$ cat src/rtl/slp_pkg.sv
package slp_pkg;
  typedef enum logic [2:0] {
    ST_IDLE, ST_ESC_ADDR, ST_ESC_RS, ST_ESC_CMD,
    ST_ID_TX, ST_SLP_PEND, ST_ASLEEP, ST_WAKING
  } mgr_state_e;

  localparam logic [7:0] ESC_CODE  = 8'hF8;
  localparam logic [7:0] ID_CODE   = 8'hF9;
  localparam logic [7:0] SLP_CODE  = 8'h86;
  localparam logic [3:0] TYPE_CODE = 4'hA;
  localparam logic [4:0] HS_PREFIX = 5'b00001;
  localparam int unsigned ADDR_BITS  = 6;  // type code plus two pin bits
  localparam int unsigned RESET_BITS = 9;  // high bits that form a software reset
endpackage

$ cat src/rtl/slp_bitwatch.sv
module slp_bitwatch
  import slp_pkg::*;
(
  input  logic       clk,
  input  logic       rst_n,
  input  logic       start_i,
  input  logic       scl_rise_i,
  input  logic       scl_fall_i,
  input  logic       sda_i,
  input  logic [1:0] dev_addr_i,
  output logic       swrst_o,
  output logic       wake_hit_o
);
  localparam int unsigned CW = $clog2(RESET_BITS + 2);
  localparam logic [CW-1:0] CMAX = {CW{1'b1}};

  logic [CW-1:0]        cnt_q, cnt_d;
  logic                 ones_q, ones_d;
  logic [ADDR_BITS-1:0] sh_q, sh_d;

  always_comb begin
    cnt_d  = cnt_q;
    ones_d = ones_q;
    sh_d   = sh_q;
    if (start_i) begin
      cnt_d  = '0;
      ones_d = 1'b1;
    end else if (scl_rise_i) begin
      if (cnt_q != CMAX) cnt_d = cnt_q + 1'b1;
      ones_d = ones_q & sda_i;
      sh_d   = {sh_q[ADDR_BITS-2:0], sda_i};
    end
  end

  always_ff @(posedge clk or negedge rst_n) begin
    if (!rst_n) begin
      cnt_q  <= CMAX;
      ones_q <= 1'b0;
      sh_q   <= '0;
    end else begin
      cnt_q  <= cnt_d;
      ones_q <= ones_d;
      sh_q   <= sh_d;
    end
  end

  assign swrst_o    = scl_rise_i && !start_i && ones_q && sda_i &&
                      (cnt_q == CW'(RESET_BITS - 1));
  assign wake_hit_o = scl_fall_i && !start_i && (cnt_q == CW'(ADDR_BITS)) &&
                      (sh_q == {TYPE_CODE, dev_addr_i});
endmodule

$ cat src/rtl/slp_rec_timer.sv
module slp_rec_timer #(
  parameter int unsigned REC_CYC = 10000
) (
  input  logic clk,
  input  logic rst_n,
  input  logic go_i,
  output logic done_o
);
  localparam int unsigned CW = $clog2(REC_CYC + 1);

  logic [CW-1:0] cnt_q, cnt_d;
  logic          run_q, run_d;

  assign done_o = run_q && (cnt_q == CW'(REC_CYC - 1));

  always_comb begin
    cnt_d = cnt_q;
    run_d = run_q;
    if (go_i) begin
      cnt_d = '0;
      run_d = 1'b1;
    end else if (done_o) begin
      run_d = 1'b0;
    end else if (run_q) begin
      cnt_d = cnt_q + 1'b1;
    end
  end

  always_ff @(posedge clk or negedge rst_n) begin
    if (!rst_n) begin
      cnt_q <= '0;
      run_q <= 1'b0;
    end else begin
      cnt_q <= cnt_d;
      run_q <= run_d;
    end
  end
endmodule

$ cat src/rtl/slp_cmd_fsm.sv
module slp_cmd_fsm
  import slp_pkg::*;
#(
  parameter logic [11:0] MFR_ID   = 12'h01B,
  parameter logic [11:0] DEV_TYPE = 12'h000
) (
  input  logic       clk,
  input  logic       rst_n,
  input  logic       start_i,
  input  logic       stop_i,
  input  logic       byte_vld_i,
  input  logic [7:0] byte_i,
  input  logic       tx_next_i,
  input  logic [1:0] dev_addr_i,
  input  logic       swrst_i,
  input  logic       wake_hit_i,
  input  logic       tmr_done_i,
  output logic       tmr_go_o,
  output logic       resp_vld_o,
  output logic       resp_ack_o,
  output logic       hs_o,
  output logic       sleep_o,
  output logic       waking_o,
  output logic       tx_act_o,
  output logic [7:0] tx_byte_o
);
  localparam logic [23:0] ID_WORD = {MFR_ID, DEV_TYPE};
  localparam int unsigned ID_LEN  = 3;

  mgr_state_e st_q, st_d;
  logic       first_q, first_d;
  logic       hs_q, hs_d;
  logic [1:0] idx_q, idx_d;
  logic       rv_q, rv_d, ra_q, ra_d;
  logic       addr_ok;

  assign addr_ok = (byte_i[7:4] == TYPE_CODE) && (byte_i[3:2] == dev_addr_i);

  always_comb begin
    st_d = st_q; first_d = first_q; hs_d = hs_q; idx_d = idx_q;
    rv_d = 1'b0; ra_d = 1'b0; tmr_go_o = 1'b0;
    case (st_q)
      ST_ASLEEP: if (wake_hit_i) begin
        st_d = ST_WAKING;
        tmr_go_o = 1'b1;
      end
      ST_WAKING: if (tmr_done_i) st_d = ST_IDLE;
      default: begin
        if (swrst_i) begin
          st_d = ST_IDLE; hs_d = 1'b0; first_d = 1'b0;
        end else if (stop_i) begin
          hs_d = 1'b0; first_d = 1'b0;
          st_d = (st_q == ST_SLP_PEND) ? ST_ASLEEP : ST_IDLE;
        end else if (start_i) begin
          first_d = 1'b1;
          st_d = (st_q == ST_ESC_RS) ? ST_ESC_CMD : ST_IDLE;
        end else if (byte_vld_i) begin
          first_d = 1'b0;
          case (st_q)
            ST_IDLE: if (first_q) begin
              if (byte_i[7:3] == HS_PREFIX) begin
                hs_d = 1'b1; rv_d = 1'b1;
              end else if (byte_i == ESC_CODE) begin
                rv_d = 1'b1; ra_d = 1'b1; st_d = ST_ESC_ADDR;
              end
            end
            ST_ESC_ADDR: begin
              rv_d = 1'b1; ra_d = addr_ok;
              st_d = addr_ok ? ST_ESC_RS : ST_IDLE;
            end
            ST_ESC_CMD: begin
              rv_d = 1'b1;
              if (byte_i == ID_CODE) begin
                ra_d = 1'b1; idx_d = '0; st_d = ST_ID_TX;
              end else if (byte_i == SLP_CODE) begin
                ra_d = 1'b1; st_d = ST_SLP_PEND;
              end else begin
                st_d = ST_IDLE;
              end
            end
            ST_ID_TX: ;
            default: begin
              rv_d = 1'b1; st_d = ST_IDLE;
            end
          endcase
        end else if (tx_next_i && st_q == ST_ID_TX) begin
          idx_d = (idx_q == 2'(ID_LEN - 1)) ? 2'd0 : idx_q + 2'd1;
        end
      end
    endcase
  end

  always_ff @(posedge clk or negedge rst_n) begin
    if (!rst_n) begin
      st_q <= ST_IDLE; first_q <= 1'b0; hs_q <= 1'b0; idx_q <= '0;
      rv_q <= 1'b0; ra_q <= 1'b0;
    end else begin
      st_q <= st_d; first_q <= first_d; hs_q <= hs_d; idx_q <= idx_d;
      rv_q <= rv_d; ra_q <= ra_d;
    end
  end

  always_comb begin
    case (idx_q)
      2'd0:    tx_byte_o = ID_WORD[23:16];
      2'd1:    tx_byte_o = ID_WORD[15:8];
      default: tx_byte_o = ID_WORD[7:0];
    endcase
  end

  assign resp_vld_o = rv_q;
  assign resp_ack_o = ra_q;
  assign hs_o       = hs_q;
  assign sleep_o    = (st_q == ST_ASLEEP) || (st_q == ST_WAKING);
  assign waking_o   = (st_q == ST_WAKING);
  assign tx_act_o   = (st_q == ST_ID_TX);


  hs_rise_nack_chk: assert property (@(posedge clk) disable iff (!rst_n)
    $rose(hs_o) |-> (resp_vld_o && !resp_ack_o))
    else $error("hs_o rose without a NACK response");

  hs_stop_clear_chk: assert property (@(posedge clk) disable iff (!rst_n)
    stop_i |=> !hs_o)
    else $error("hs_o survived a stop");

  sleep_quiet_chk: assert property (@(posedge clk) disable iff (!rst_n)
    sleep_o |-> !resp_vld_o)
    else $error("response given while asleep");

  wake_stop_ignored_chk: assert property (@(posedge clk) disable iff (!rst_n)
    (waking_o && stop_i && !tmr_done_i) |=> waking_o)
    else $error("stop ended the recovery period");

  id_advance_chk: assert property (@(posedge clk) disable iff (!rst_n)
    (tx_act_o && tx_next_i && !start_i && !stop_i && !swrst_i && !byte_vld_i)
      |=> (tx_byte_o != $past(tx_byte_o)))
    else $error("identification byte did not advance");
endmodule

$ cat src/rtl/slp_manager.sv
module slp_manager #(
  parameter int unsigned REC_CYC  = 10000,
  parameter logic [11:0] MFR_ID   = 12'h01B,
  parameter logic [11:0] DEV_TYPE = 12'h000
) (
  input  logic       clk,
  input  logic       rst_n,
  input  logic       start_i,
  input  logic       stop_i,
  input  logic       scl_rise_i,
  input  logic       scl_fall_i,
  input  logic       sda_i,
  input  logic       byte_vld_i,
  input  logic [7:0] byte_i,
  input  logic       tx_next_i,
  input  logic [1:0] dev_addr_i,
  output logic       resp_vld_o,
  output logic       resp_ack_o,
  output logic       tx_act_o,
  output logic [7:0] tx_byte_o,
  output logic       hs_o,
  output logic       sleep_o,
  output logic       waking_o
);
  logic swrst, wake_hit, tmr_go, tmr_done;

  slp_bitwatch u_watch (
    .clk(clk), .rst_n(rst_n), .start_i(start_i), .scl_rise_i(scl_rise_i),
    .scl_fall_i(scl_fall_i), .sda_i(sda_i), .dev_addr_i(dev_addr_i),
    .swrst_o(swrst), .wake_hit_o(wake_hit)
  );

  slp_rec_timer #(.REC_CYC(REC_CYC)) u_timer (
    .clk(clk), .rst_n(rst_n), .go_i(tmr_go), .done_o(tmr_done)
  );

  slp_cmd_fsm #(.MFR_ID(MFR_ID), .DEV_TYPE(DEV_TYPE)) u_fsm (
    .clk(clk), .rst_n(rst_n), .start_i(start_i), .stop_i(stop_i),
    .byte_vld_i(byte_vld_i), .byte_i(byte_i), .tx_next_i(tx_next_i),
    .dev_addr_i(dev_addr_i), .swrst_i(swrst), .wake_hit_i(wake_hit),
    .tmr_done_i(tmr_done), .tmr_go_o(tmr_go), .resp_vld_o(resp_vld_o),
    .resp_ack_o(resp_ack_o), .hs_o(hs_o), .sleep_o(sleep_o),
    .waking_o(waking_o), .tx_act_o(tx_act_o), .tx_byte_o(tx_byte_o)
  );


  waking_in_sleep_chk: assert property (@(posedge clk) disable iff (!rst_n)
    waking_o |-> sleep_o)
    else $error("waking_o high outside sleep");

  wake_entry_chk: assert property (@(posedge clk) disable iff (!rst_n)
    $rose(waking_o) |-> $past(scl_fall_i))
    else $error("recovery began away from an SCL falling edge");
endmodule

$ cat config.mk
export PLATFORM = sky130hd
export DESIGN_NAME = slp_manager
export DESIGN_NICKNAME = d
export VERILOG_FILES = /design/src/rtl/slp_pkg.sv /design/src/rtl/slp_bitwatch.sv /design/src/rtl/slp_rec_timer.sv /design/src/rtl/slp_cmd_fsm.sv /design/src/rtl/slp_manager.sv
export SDC_FILE = /design/constraint.sdc
export NUM_CORES = 1
export LEC_CHECK = 0
export BUFFER_PORTS_ARGS = -buffer_cell sky130_fd_sc_hd__buf_2
export CAP_MARGIN = 20
export CORE_ASPECT_RATIO = 1.75
export CORE_MARGIN = 8
export CORE_UTILIZATION = 35
export CTS_CLUSTER_DIAMETER = 60
export CTS_CLUSTER_SIZE = 24
export DETAILED_ROUTE_END_ITERATION = 8
export PLACE_DENSITY = 0.5
export SKIP_CTS_REPAIR_TIMING = 1
export SKIP_LAST_GASP = 1
export SYNTH_ARGS = -nofsm -noshare
export SYNTH_HDL_FRONTEND = slang
export SYNTH_SLANG_ARGS = --single-unit
$ cat constraint.sdc
create_clock -name clk -period 3.68 [get_ports clk]
set_input_delay 0.368 -clock clk [delete_from_list [all_inputs] [get_ports clk]]
set_output_delay 0.368 -clock clk [all_outputs]
set_load 0.02 [all_outputs]
==> out/metrics.cfg <==
[sta]
final.setup_skew_ns=0.00646
final.setup.worst_slack_ns=1.61
hold-worst-slack_ns=0.175
worst-slew-pin-transition_ns=0.819
timing.slew.headroom_pct=45.4
rsz0062_at_grt=no
final.setup.tns_ns=0
clock.fmax_ghz=0.483
timing_max_transition_violations_final=0
final_period_minus_worst_setup_slack_ns=2.07
finalSetupViolCount=0
finalHoldViolations=0
fin_crit_sh_pct=56.2

[flow_run]
cap_violations=0

[clock_tree]
max_clock_buf_depth=2
cts_htree_levels=2
cts_sinks=35
clock_insertion_delay_worst_skew_ns=0.28
cts_inserted_buffers=5
cts.reportedPaths.clkPinSlew_ns=0.07
clock_tree.root_cell=clkbuf_8
cts_tree=done

[floorplan]
die-area_um2=9180
floorplan.rows=38
boundaryPins=33
die_h_um=121
core_region_area_um2=6130
initial_core_utilization_pct=35.9
die_w_um=75.9

[critical_path]
worstSetupEndpointType=flop
worst_setup_path_start_kind=flop
worstPathArrival_ns=2.24
critical_path_class=reg2reg
ff2ff_path_depth=7
worst_r2r_endpoint=u_fsm.idx_q[0]
crit_fanout=3
timing.rr.start=u_watch.cnt_q[0]
critical_path.endpoint=u_fsm.idx_q[0]
setup.worst_path.start=u_watch.cnt_q[0]
regToRegSetupSlack_ns=1.61
crit_required_ns=3.85

[placement]
setup_slack_placement_ns=1.58
place.detailed.hpwl_um=4030
port_buffers=28
gp_routability_congestion=0.765
placed_cell_area_um2=2360

[cells_and_area]
most-common-layout-cells=31 x dfrtp_1, 28 x buf_2, 24 x nor2_1
antennaDiodeCount=0
area_delta_synth_final_pct=11.3
fillers=631
layout_commonest_cell=dfrtp_1
stdcell_area_um2=2450
design.final.nets=277
finalCoreUtilization_pct=39.9
post_route_cells_drive_above_1_share_pct=22.0

[yosys]
yosys.cell_types.count=51
yosysWarnings=0
postSynthAreaPerCell_um2=9.52
syn-cell-area_um2=2200
netlist_instances=231
synth_ff_type=dfrtp_1
synth_edf_count=0
yosysSeqAreaShare_pct=40.0
postSynth.asyncResetShare_pct=100
synth_seq_cells=35

[routing]
wl_per_cell_um=15.6
totalWireLength_um=5220
ant_nets=0
route.detailed.vias_per_inst=5.15
wire_length_on_met2_um=3050
routedLengthMet1_um=1960
firstDrtPassIters=4
vias=1724
dr.first_iter.drc_count=70
detail_route.drc_violations=0
met3_length_um=119
routed.top_layer=met4

[pwr]
power.leakage_nw=1.03
switching_share_pct=26.4
switching_power_mw=0.214
power_frac_comb_pct=12.5
vdd_drop_max_mv=0.286
power_frac_clock_pct=33.7
portion_of_total_power_attributed_to_sequential_cells_pct=53.9
power_report.internal_total_mw=0.596
power.density_cell_area_nw_per_um2=331

[outcome]
status=finished clean

[global_routing]
global_route_wire_length_before_repair_um=8880
grt_use_total_pct=12.0
via_count_of_the_first_global_routing_pass=1841
grt_overflow=0
grt_max_degree=36
grt_antenna_before_repair=0

[min_path]
hold_path.class=in2async

worst max-delay path, stage by stage, from the launching register on:
cell and delay [ns]:
dfstp_2 0.55, inv_1 0.07, ha_1 0.20, nand2_1 0.09, o21ai_0 0.15, nor2_1 0.21
a21boi_0 0.31, mux2_2 0.37
synth_stat cells (2+ instances only):
cell type	n	area share [%]
xor2_1	11	4.4
dfrtp_1	31	35
nand4b_1	2	0.80
and3_1	4	1.1
o21a_1	2	0.68
a21oi_1	6	1.4
buf_2	5	1.1
and4bb_2	2	1.1
nand3_1	10	2.3
and2_1	4	1.1
nor3b_1	2	0.68
nand2b_1	2	0.57
ha_1	4	2.3
nand3b_1	4	1.4
nor3_1	10	2.3
dfstp_2	4	4.8
nand4_1	14	4.0
a21o_1	3	1.0
mux2i_1	2	0.91
xnor2_1	7	2.8
and4b_1	2	0.91
o21ai_0	4	0.91
nor4_1	3	0.85
nor2b_1	4	1.1
buf_4	8	2.7
nor4_4	2	1.9
nand2_1	14	2.4
clkbuf_1	3	0.51
nor2_1	24	4.1
mux2_2	8	4.1
inv_1	10	1.7
power by group through the flow:
stage          Sequential (mW)  Combinational [mW]  Clock, mW
3_3_place_gp             0.443               0.103          0
5_1_grt                  0.441               0.115      0.307
2_1_floorplan            0.435              0.0732          0
4_1_cts                  0.437               0.103      0.288
3_5_place_dp             0.444               0.103          0
6_report                 0.436               0.101      0.272
through the flow:
stage | std cells | total power [mW]
floorplan | 234 | 0.509
global placement | 327 | 0.546
detailed placement | 327 | 0.547
CTS | 335 | 0.828
global route | 335 | 0.863
finish | 335 | 0.809
state kept, by name, indices dropped and copies added, names as in the netlist:
register / count
u_watch.ones_q: 1
u_fsm.st_q: 3
u_watch.cnt_q: 4
u_fsm.resp_vld_o: 1
u_fsm.idx_q: 2
u_timer.cnt_q: 14
u_fsm.first_q: 1
u_timer.run_q: 1
u_watch.sh_q: 6
u_fsm.hs_o: 1
u_fsm.resp_ack_o: 1
layout make-up:
class | instances | area (µm²) | area share (%)
well taps | 80 | 100 | 4.09
flip-flops and latches | 35 | 881 | 36.0
repair buffers | 29 | 148 | 6.03
multi-input cells | 173 | 1200 | 48.9
inverters | 10 | 37.5 | 1.53
clock buffers | 6 | 72.6 | 2.97
clock inverters | 2 | 12.5 | 0.511
routing by layer:
layer	up-vias	track usage [%]
li1	864	-
met1	832	12.0
met2	24	22.8
met3	4	2.67
met4	0	5.56
met5	-	0
worst min path at each step:
stage                          start                 to  slack [ns]  depth (start not counted)
final                          rst_n   u_timer.cnt_q[2]        0.17                          1
after global routing           rst_n  u_timer.cnt_q[12]        0.23                          1
after CTS                      rst_n    u_watch.sh_q[2]        0.21                          1
after detailed placement  u_fsm.hs_o         u_fsm.hs_o        0.48                          1
after global placement    u_fsm.hs_o         u_fsm.hs_o        0.48                          1
after floorplan                rst_n      u_fsm.first_q        0.07                          0
cell families after synthesis:
group / Yosys count / share of synthesized area, %
AO/OA/AOI/OAI: 27 / 8.87
other: 1 / 0.170
buffers and inverters: 26 / 6.09
AND/OR/NAND/NOR: 109 / 29.7
adder cells (fa/ha/maj): 4 / 2.28
XOR/XNOR: 18 / 7.17
multiplexers: 11 / 5.69
flip-flops: 35 / 40.0
No activity file was read; power rests on OpenSTA's default activity.
